## config.mk

```make
export PLATFORM = sky130hd
export DESIGN_NAME = thermo_alarm
export DESIGN_NICKNAME = d
export VERILOG_FILES = /design/src/rtl/thm_pkg.sv /design/src/rtl/thm_cmp.sv /design/src/rtl/thm_regs.sv /design/src/rtl/thm_irq.sv /design/src/rtl/thermo_alarm.sv
export SDC_FILE = /design/constraint.sdc
export NUM_CORES = 1
export LEC_CHECK = 0
export BUFFER_PORTS_ARGS = -buffer_cell sky130_fd_sc_hd__buf_2
export CAP_MARGIN = 40
export CORE_MARGIN = 1.5
export CORE_UTILIZATION = 35
export CTS_CLUSTER_DIAMETER = 100
export DETAILED_ROUTE_END_ITERATION = 10
export GPL_TIMING_DRIVEN = 0
export MAX_ROUTING_LAYER = met4
export SYNTH_ARGS = -nofsm -noshare
export SYNTH_HDL_FRONTEND = slang
export SYNTH_HIERARCHICAL = 1
export SYNTH_SLANG_ARGS = --single-unit
```

## constraint.sdc

```tcl
create_clock -name clk -period 7.4 [get_ports clk]
set_input_delay 1.48 -clock clk [delete_from_list [all_inputs] [get_ports clk]]
set_output_delay 1.48 -clock clk [all_outputs]
set_load 0.02 [all_outputs]
```

## src/rtl/thm_pkg.sv

```systemverilog
package thm_pkg;
  // status / flag-enable bit positions (software decodes these)
  localparam int NFLAG  = 5;
  localparam int F_HOT  = 0;
  localparam int F_COLD = 1;
  localparam int F_HOFS = 2;
  localparam int F_LOFS = 3;
  localparam int F_HOT2 = 4;

  // threshold slots, in address order starting at A_THR0
  localparam int NTH    = 5;
  localparam int T_HOT  = 0;
  localparam int T_N2H  = 1;
  localparam int T_COLD = 2;
  localparam int T_HOFS = 3;
  localparam int T_LOFS = 4;

  // register addresses
  localparam int A_CTRL = 0;
  localparam int A_IEN  = 1;
  localparam int A_STAT = 2;
  localparam int A_THR0 = 3;
endpackage

```

## src/rtl/thm_cmp.sv

```systemverilog
module thm_cmp
  import thm_pkg::*;
#(
  parameter int DW = 12
) (
  input  logic [DW-1:0]          sample,
  input  logic [NTH-1:0][DW-1:0] thr,
  input  logic                   n2h_valid,
  output logic [NFLAG-1:0]       hits
);
  logic [DW-1:0] n2h_eff;
  logic [DW-1:0] hot_lim;
  logic          over_hot;

  always_comb begin
    // an unwritten normal-to-hot limit is replaced by the cold limit
    n2h_eff  = n2h_valid ? thr[T_N2H] : thr[T_COLD];
    hot_lim  = (thr[T_HOT] > n2h_eff) ? thr[T_HOT] : n2h_eff;
    over_hot = sample > hot_lim;

    hits         = '0;
    hits[F_HOT]  = over_hot;
    hits[F_HOT2] = over_hot;
    hits[F_COLD] = sample < thr[T_COLD];
    hits[F_HOFS] = sample > thr[T_HOFS];
    hits[F_LOFS] = sample < thr[T_LOFS];
  end
endmodule

```

## src/rtl/thm_regs.sv

```systemverilog
module thm_regs
  import thm_pkg::*;
#(
  parameter int DW    = 12,
  parameter int RW    = 32,
  parameter int AW    = 3,
  parameter int NSENS = 4
) (
  input  logic                   clk,
  input  logic                   rst,
  input  logic                   wr_en,
  input  logic [AW-1:0]          addr,
  input  logic [RW-1:0]          wdata,
  input  logic [NFLAG-1:0]       set_flags,
  output logic [RW-1:0]          rdata,
  output logic [NTH-1:0][DW-1:0] thr,
  output logic                   n2h_valid,
  output logic [NSENS-1:0]       sens_en,
  output logic [NFLAG-1:0]       irq_en,
  output logic [NFLAG-1:0]       status
);
  localparam logic [AW-1:0] ADDR_CTRL = AW'(A_CTRL);
  localparam logic [AW-1:0] ADDR_IEN  = AW'(A_IEN);
  localparam logic [AW-1:0] ADDR_STAT = AW'(A_STAT);
  localparam logic [AW-1:0] ADDR_N2H  = AW'(A_THR0 + T_N2H);

  logic [NFLAG-1:0] clr;
  logic [RW-1:0]    rd_next;
  logic             unused_wdata;

  assign unused_wdata = ^wdata[RW-1:DW];
  assign clr = (wr_en && addr == ADDR_STAT) ? wdata[NFLAG-1:0] : '0;

  // status: write-one-to-clear, a new hit wins
  always_ff @(posedge clk) begin
    if (rst) status <= '0;
    else     status <= (status & ~clr) | set_flags;
  end

  always_ff @(posedge clk) begin
    if (rst) begin
      sens_en   <= '0;
      irq_en    <= '0;
      n2h_valid <= 1'b0;
    end else if (wr_en) begin
      if (addr == ADDR_CTRL) sens_en <= wdata[NSENS-1:0];
      if (addr == ADDR_IEN)  irq_en  <= wdata[NFLAG-1:0];
      if (addr == ADDR_N2H)  n2h_valid <= 1'b1;
    end
  end

  always_ff @(posedge clk) begin
    if (rst) begin
      thr <= '0;
    end else begin
      for (int i = 0; i < NTH; i++) begin
        if (wr_en && addr == AW'(A_THR0 + i)) thr[i] <= wdata[DW-1:0];
      end
    end
  end

  always_comb begin
    rd_next = '0;
    if (addr == ADDR_CTRL) rd_next = RW'(sens_en);
    if (addr == ADDR_IEN)  rd_next = RW'(irq_en);
    if (addr == ADDR_STAT) rd_next = RW'(status);
    for (int i = 0; i < NTH; i++) begin
      if (addr == AW'(A_THR0 + i)) rd_next = RW'(thr[i]);
    end
  end

  always_ff @(posedge clk) begin
    if (rst) rdata <= '0;
    else     rdata <= rd_next;
  end

  for (genvar g = 0; g < NFLAG; g++) begin : g_flag_chk

    sticky_chk: assert property (@(posedge clk) disable iff (rst)
      (status[g] && !clr[g]) |=> status[g]);

    w1c_chk: assert property (@(posedge clk) disable iff (rst)
      (clr[g] && !set_flags[g]) |=> !status[g]);
  end
endmodule

```

## src/rtl/thm_irq.sv

```systemverilog
module thm_irq
  import thm_pkg::*;
(
  input  logic             clk,
  input  logic             rst,
  input  logic [NFLAG-1:0] status,
  input  logic [NFLAG-1:0] irq_en,
  output logic             irq
);
  always_ff @(posedge clk) begin
    if (rst) irq <= 1'b0;
    else     irq <= |(status & irq_en);
  end


  irq_rise_chk: assert property (@(posedge clk) disable iff (rst)
    (|(status & irq_en)) |=> irq);

  irq_fall_chk: assert property (@(posedge clk) disable iff (rst)
    !(|(status & irq_en)) |=> !irq);
endmodule

```

## src/rtl/thermo_alarm.sv

```systemverilog
module thermo_alarm
  import thm_pkg::*;
#(
  parameter int DW    = 12,
  parameter int RW    = 32,
  parameter int AW    = 3,
  parameter int NSENS = 4,
  localparam int CW   = $clog2(NSENS)
) (
  input  logic          clk,
  input  logic          rst,
  input  logic          smp_valid,
  input  logic [CW-1:0] smp_chan,
  input  logic [DW-1:0] smp_data,
  input  logic          reg_wr,
  input  logic [AW-1:0] reg_addr,
  input  logic [RW-1:0] reg_wdata,
  output logic [RW-1:0] reg_rdata,
  output logic          irq
);
  logic [NTH-1:0][DW-1:0] thr;
  logic                   n2h_valid;
  logic [NSENS-1:0]       sens_en;
  logic [NFLAG-1:0]       irq_en;
  logic [NFLAG-1:0]       status;
  logic [NFLAG-1:0]       hits;
  logic [NFLAG-1:0]       set_flags;
  logic                   accept;

  assign accept    = smp_valid && (smp_chan == '0) && sens_en[0];
  assign set_flags = accept ? hits : '0;

  thm_cmp #(.DW(DW)) u_cmp (
    .sample    (smp_data),
    .thr       (thr),
    .n2h_valid (n2h_valid),
    .hits      (hits)
  );

  thm_regs #(.DW(DW), .RW(RW), .AW(AW), .NSENS(NSENS)) u_regs (
    .clk       (clk),
    .rst       (rst),
    .wr_en     (reg_wr),
    .addr      (reg_addr),
    .wdata     (reg_wdata),
    .set_flags (set_flags),
    .rdata     (reg_rdata),
    .thr       (thr),
    .n2h_valid (n2h_valid),
    .sens_en   (sens_en),
    .irq_en    (irq_en),
    .status    (status)
  );

  thm_irq u_irq (
    .clk    (clk),
    .rst    (rst),
    .status (status),
    .irq_en (irq_en),
    .irq    (irq)
  );


  idle_chk: assert property (@(posedge clk) disable iff (rst)
    (!accept && !(reg_wr && reg_addr == AW'(A_STAT))) |=> $stable(status));

  cold_chk: assert property (@(posedge clk) disable iff (rst)
    (accept && smp_data < thr[T_COLD]) |=> status[F_COLD]);

  hot_pair_chk: assert property (@(posedge clk) disable iff (rst)
    $rose(status[F_HOT]) |-> status[F_HOT2]);
endmodule

```

==> results.toml, run 1 <==
[outcome]
status = "complete, no violations"

[finish]
instances_no_fill = 982
antenna_cells = 0
final_common_cell = "nand2_1"
post-route-util_pct = 40.8
drive_above_1_share_pct = 15.5
final_cell_mix = "132 x nand2_1, 88 x dfxtp_1, 85 x a21oi_1, 58 x ha_1, 54 x buf_2"
nFillCells = 1606
layout.nets = 874
syn2layout_area_growth_pct = 14.4

[clocking]
cts_tree = "built"
ctsResizeCount = 0
cts_made_buffers = 9
clock_path_buffers = 2
cts_setup_buffers = 0
cts.reportedPaths.clkPinSlew_ns = 0.06
cts_hold_buf = 0
clk_latency_ns = 0.34
clock-sinks = 88
root_buffer = "clkbuf_16"
h-tree-depth = 3

[timing]
layout_min_cycle_time_ns = 4.29
slew_headroom_pct = 51.5
slew_violations = 0
clock-skew-final_ns = 0.00395
whs_ns = 0.476
fmax_mhz = 233
worst_pin_slew_ns = 0.728
finalSetupViolCount = 0
hold_viol = 0
fin_crit_sh_pct = 57.9
rsz0062_at_grt = "no"
tns_ns = 0

[worst_hold_path]
hold-path-endpoint = "u_regs/thr[12]$_SDFFE_PP0P_"
min_path_cells = 2
min_from = "u_regs/thr[12]$_SDFFE_PP0P_"
hp-class = "reg -> reg"

[setup_path]
worstPathRequired_ns = 7.61
crit_fanout = 10
critPathBufInv = 3
reg2reg_from = "u_regs/n2h_valid$_SDFFE_PP0P_"
start_kind = "flip-flop"
max_stage_delay_ns = 0.43
r2r_slack_ns = 3.11
critPathKind = "reg -> reg"
cp_top_family = "compound AO/OA/AOI/OAI gates"
reg2reg_to = "u_regs/status[4]$_SDFF_PP0_"
worstPathArrival_ns = 4.50
crit_chain = "buf_2 -> mux2i_1 -> ha_1 -> nand4_1 -> a211o_1 -> a31oi_2 -> buf_6 -> mux2_4 -> ha_1 -> a21o_1 -> a21o_1 -> a21oi_1 -> nand2_1 -> o21a_1 -> buf_4 -> and2_1 -> a21oi_1 -> nor2_1"
reg2regPathDepth = 18
path_depth = 18
cpMaxStageDelayCell = "dfxtp_1"
worstSetupEndpointType = "flip-flop"

[floorplan]
dieWidth_um = 130
core_um2 = 15800
ios = 86
dieArea_um2 = 16900
num_rows = 46
initial_utilization_pct = 35.7
die_h_um = 130

[power]
ir_drop_mv = 0.0935
total_power_mw = 1.12
power_density_nw_per_um2 = 174
p_leak_nw = 2.55

[logic_synthesis]
synth_warnings = 6
synth_ff_type = "dfxtp_1"
ys_ff_latch = 88
synth_edf_count = 0
synth.distinct_cells = 52
netlist_area_um2 = 5650
avgSynthCellArea_um2 = 8.13
postSynthCellCount = 694
yosysSeqAreaShare_pct = 31.2
synth_top_cell_by_area = "dfxtp_1"
synth_top_area_share_pct = 31.2
async_flop_share_pct = 0
yosys-top-cells-area = "dfxtp_1 31%, ha_1 13%, nand2_1 8.8%, a21oi_1 7.5%, mux2i_1 5.3%"

[routing]
drc = 0
wire_per_inst_um = 16.9
routed_wirelength_mm = 16.6
firstDrtPassIters = 5
via_count = 4949
dr.first_iter.drc_count = 468
vias_per_cell = 5.04
drtAntennaViolNets = 0

[place]
gp_congestion = 0.879
dp_cells = 968
detailed_place_hpwl_mm = 13.0
port-buffer-count = 39

[global_route]
grt_pass1_vias = 4803
grt_max_degree = 13
antenna_found_initial = 0
track_usage_pct = 21.3
grt_pass1_wl_mm = 26.4
gr-total-overflow = 0

[job]
maxCapViolCount = 0
==> tightest hold or removal path: stages, from the launching register on <==
cell,delay [ns]
dfxtp_1,0.32
nand2_1,0.06
a21oi_1,0.05
==> cells in the mapped netlist (all sizes together), types with 8 or more instances <==
master / number
buf: 45
ha: 58
mux2: 13
mux2i: 30
nand2: 133
clkbuf: 17
nand2b: 10
nor2b: 11
a22oi: 9
nor2: 34
inv: 50
nand4: 9
a21o: 17
o21ai: 10
a21oi: 85
nor3: 8
dfxtp: 88
==> worst max-delay path by stage <==
stage / startpoint / end / slack, ns
after floorplan: u_regs/n2h_valid$_SDFFE_PP0P_ / u_regs/status[0]$_SDFF_PP0_ / 3.71
after global placement: u_regs/n2h_valid$_SDFFE_PP0P_ / u_regs/status[0]$_SDFF_PP0_ / 3.17
after detailed placement: u_regs/n2h_valid$_SDFFE_PP0P_ / u_regs/status[4]$_SDFF_PP0_ / 3.15
after CTS: u_regs/n2h_valid$_SDFFE_PP0P_ / u_regs/status[4]$_SDFF_PP0_ / 3.12
after global routing: u_regs/n2h_valid$_SDFFE_PP0P_ / u_regs/status[4]$_SDFF_PP0_ / 2.89
final: u_regs/n2h_valid$_SDFFE_PP0P_ / u_regs/status[4]$_SDFF_PP0_ / 3.11
==> layout make-up <==
type	count	area (µm²)	area share, %
Buffer	62	387	5.99
Sequential cell	88	1760	27.3
Timing Repair Buffer	39	195	3.02
Clock buffer	14	274	4.24
Multi-Input combinational cell	513	3380	52.4
Inverter	50	188	2.91
Tap cell	216	270	4.19
==> registers in the layout (all words and copies together), names as in the netlist <==
name	flops
u_irq/irq	1
u_regs/irq_en	5
u_regs/n2h_valid	1
u_regs/rdata	12
u_regs/sens_en	4
u_regs/status	5
u_regs/thr	60
==> stage by stage <==
| step | worst slack (ns) | area, µm² |
|---|---|---|
| finish | 3.11 | 6460 |
| global route | 2.89 | 6460 |
| CTS | 3.12 | 6460 |
| detailed placement | 3.15 | 6180 |
| global placement | 3.17 | 6180 |
| floorplan | 3.71 | 5720 |
==> layer usage <==
| metal | global-route usage [%] | up-vias | share of wire (%) | wire length, µm |
|---|---|---|---|---|
| li1 | - | 2477 | - | - |
| met1 | 28.2 | 2287 | 47 | 7900 |
| met2 | 33.0 | 156 | 45 | 7440 |
| met3 | 3.12 | 29 | 5.1 | 854 |
| met4 | 7.78 | 0 | 2.7 | 447 |
| met5 | - | - | 0 | 0 |
==> power breakdown <==
part           internal (mW)  switching, mW  leakage (nW)
Combinational         0.0816          0.117          1.71
Clock                  0.252          0.178         0.135
Sequential             0.484        0.00951         0.712
Total                  0.817          0.305          2.55
==> logic make-up (layout without fill, tap and decap cells) <==
logic type	after synthesis	in the layout	share of synthesized area, %
and+or+nand+nor	227	227	18.2
AOI/OAI and AO/OA	164	164	18.5
buffers and inverters	112	165	10.2
DFF	88	88	31.2
adders and majority gates	58	58	12.9
muxes	44	44	8.98
other	1	20	0.0664
(Power assumes the default switching activity.)
==> inputs of run 2 (changes only) <==
- clock period: 7.4 -> 3.58 ns (I/O delays scaled with it)
==> run 2 against run 1 <==
The run now ends with setup timing left. Largest power group unchanged. Fmax up 14%. Power increased by 110%. First-iteration DRC count up 1.5%. Design area is 4.1% higher. Critical path depth is 2 higher. Worst hold slack better by 0.0042 ns. Clock power is 110% higher. Non-clock buffer count is 9 higher.
==> results.toml, run 2 (synthesis gave the netlist of run 1 again) <==
[routing]
vias_per_cell = 5.06
via_count = 5015
drc = 0
drtAntennaViolNets = 0
routed_wirelength_mm = 17.0
dr.first_iter.drc_count = 475
wire_per_inst_um = 17.1
firstDrtPassIters = 5

[global_route]
antenna_found_initial = 0
grt_max_degree = 13
track_usage_pct = 21.1
gr-total-overflow = 0
grt_pass1_wl_mm = 25.9
grt_pass1_vias = 4533

[finish]
final_cell_mix = "132 x nand2_1, 87 x dfxtp_1, 80 x a21oi_1, 53 x buf_2, 51 x ha_1"
drive_above_1_share_pct = 19.2
layout.nets = 883
nFillCells = 1602
post-route-util_pct = 42.5
top_register = "u_regs/thr"
register_area_um2 = 1770
syn2layout_area_growth_pct = 19.1
multiInputGateArea_um2 = 3540
largest_register_ffs = 60
instances_no_fill = 991
reg_top3 = "u_regs/thr (60), u_regs/rdata (12)"
final_common_cell = "nand2_1"
antenna_cells = 0

[outcome]
status = "finished, violations left"
violations = "setup timing"

[setup_path]
worstPathRequired_ns = 3.78
start_kind = "flip-flop"
max_stage_delay_ns = 0.38
crit_fanout = 5
cpMaxStageDelayCell = "dfxtp_4"
reg2reg_from = "u_regs/n2h_valid$_SDFFE_PP0P_"
critPathBufInv = 4
reg2regPathDepth = 20
r2r_slack_ns = -0.18
worstSetupEndpointType = "flip-flop"
worstPathArrival_ns = 3.96
reg2reg_to = "u_regs/status[0]$_SDFF_PP0_"
crit_chain = "buf_12 -> mux2i_4 -> ha_4 -> nor2b_4 -> o211ai_1 -> a211o_1 -> a31oi_4 -> buf_6 -> buf_6 -> mux2_4 -> ha_4 -> a21o_1 -> a21o_1 -> a21oi_2 -> nand2_1 -> o21a_1 -> buf_4 -> and2_4 -> a21oi_2 -> nor2_1"
critPathKind = "reg -> reg"
cp_top_family = "compound AO/OA/AOI/OAI gates"

[floorplan]
dieArea_um2 = 16900
die_h_um = 130
core_um2 = 15800
num_rows = 46
ios = 86
initial_utilization_pct = 35.7
dieWidth_um = 130

[place]
dp_cells = 968
gp_congestion = 0.912
detailed_place_hpwl_mm = 12.9
port-buffer-count = 39

[worst_hold_path]
hold-path-endpoint = "u_regs/thr[41]$_SDFFE_PP0P_"
min_path_cells = 2
hp-class = "reg -> reg"
min_from = "u_regs/thr[41]$_SDFFE_PP0P_"

[clocking]
root_buffer = "clkbuf_16"
clk_latency_ns = 0.34
h-tree-depth = 3
cts_made_buffers = 9
clock-sinks = 88
cts_tree = "built"
clock_path_buffers = 2
cts.reportedPaths.clkPinSlew_ns = 0.06

[timing]
setup_slack_ns = -0.177
slew_violations = 0
fmax_mhz = 266
fin_crit_sh_pct = 105
finalSetupViolCount = 2
rsz0062_at_grt = "yes"
clock-skew-final_ns = 0.00724
layout_min_cycle_time_ns = 3.76
slew_headroom_pct = 54.7
worst_pin_slew_ns = 0.680
whs_ns = 0.480
hold_viol = 0

[power]
total_power_mw = 2.38
p_leak_nw = 2.63
ir_drop_mv = 0.188
power_density_nw_per_um2 = 354

[job]
maxCapViolCount = 0
[run 2: area by class of cell]
type / count / area share (%)
inverters: 50 / 2.79
plain buffers: 62 / 5.98
well taps: 216 / 4.02
flip-flops and latches: 88 / 26.3
clock buffers: 14 / 4.08
multi-input cells: 513 / 52.6
repair buffers: 48 / 4.26
[run 2: routing by layer]
layer	vias to the layer above	global-route usage (%)	wire length [µm]
li1	2504	-	-
met1	2306	28.5	7940
met2	175	32.6	7620
met3	30	2.71	918
met4	0	7.19	485
met5	-	-	0
[run 2: per-stage QoR]
step,setup WS [ns],setup TNS [ns],instance area [µm²]
floorplan,0.00610,0,5720
global placement,-0.509,-1.00,6190
detailed placement,-0.542,-1.07,6190
CTS,-0.187,-0.354,6610
global route,-0.283,-0.549,6720
finish,-0.177,-0.347,6720
[run 2: worst max path at each step]
| stage | start | end | cells past startpoint |
|---|---|---|---|
| 2_1_floorplan | u_regs/n2h_valid$_SDFFE_PP0P_ | u_regs/status[0]$_SDFF_PP0_ | 19 |
| 3_3_place_gp | u_regs/n2h_valid$_SDFFE_PP0P_ | u_regs/status[0]$_SDFF_PP0_ | 18 |
| 3_5_place_dp | u_regs/n2h_valid$_SDFFE_PP0P_ | u_regs/status[0]$_SDFF_PP0_ | 18 |
| 4_1_cts | u_regs/n2h_valid$_SDFFE_PP0P_ | u_regs/status[0]$_SDFF_PP0_ | 19 |
| 5_1_grt | u_regs/n2h_valid$_SDFFE_PP0P_ | u_regs/status[0]$_SDFF_PP0_ | 20 |
| 6_report | u_regs/n2h_valid$_SDFFE_PP0P_ | u_regs/status[0]$_SDFF_PP0_ | 20 |
[run 2: power breakdown]
group	total, mW	internal [mW]	switching, mW
sequential	1.02	0.999	0.0213
clock	0.892	0.521	0.371
combinational	0.468	0.206	0.262
total	2.38	1.73	0.655
[run 2: what timing repair did]
| item | 4_1_cts | 5_1_grt |
|---|---|---|
| setup buffers | 5 | 4 |
| gates cloned | 1 | 0 |
| endpoints found under the setup margin | 2 | 2 |
| gates resized for setup | 19 | 15 |
| hold buffers | 0 | 0 |
| pin swaps | 12 | 13 |
[run 2: worst min-delay path, cell delays in order, from the launching register on]
cell     delay (ns)
dfxtp_1        0.32
nand2_1        0.06
a21oi_1        0.06
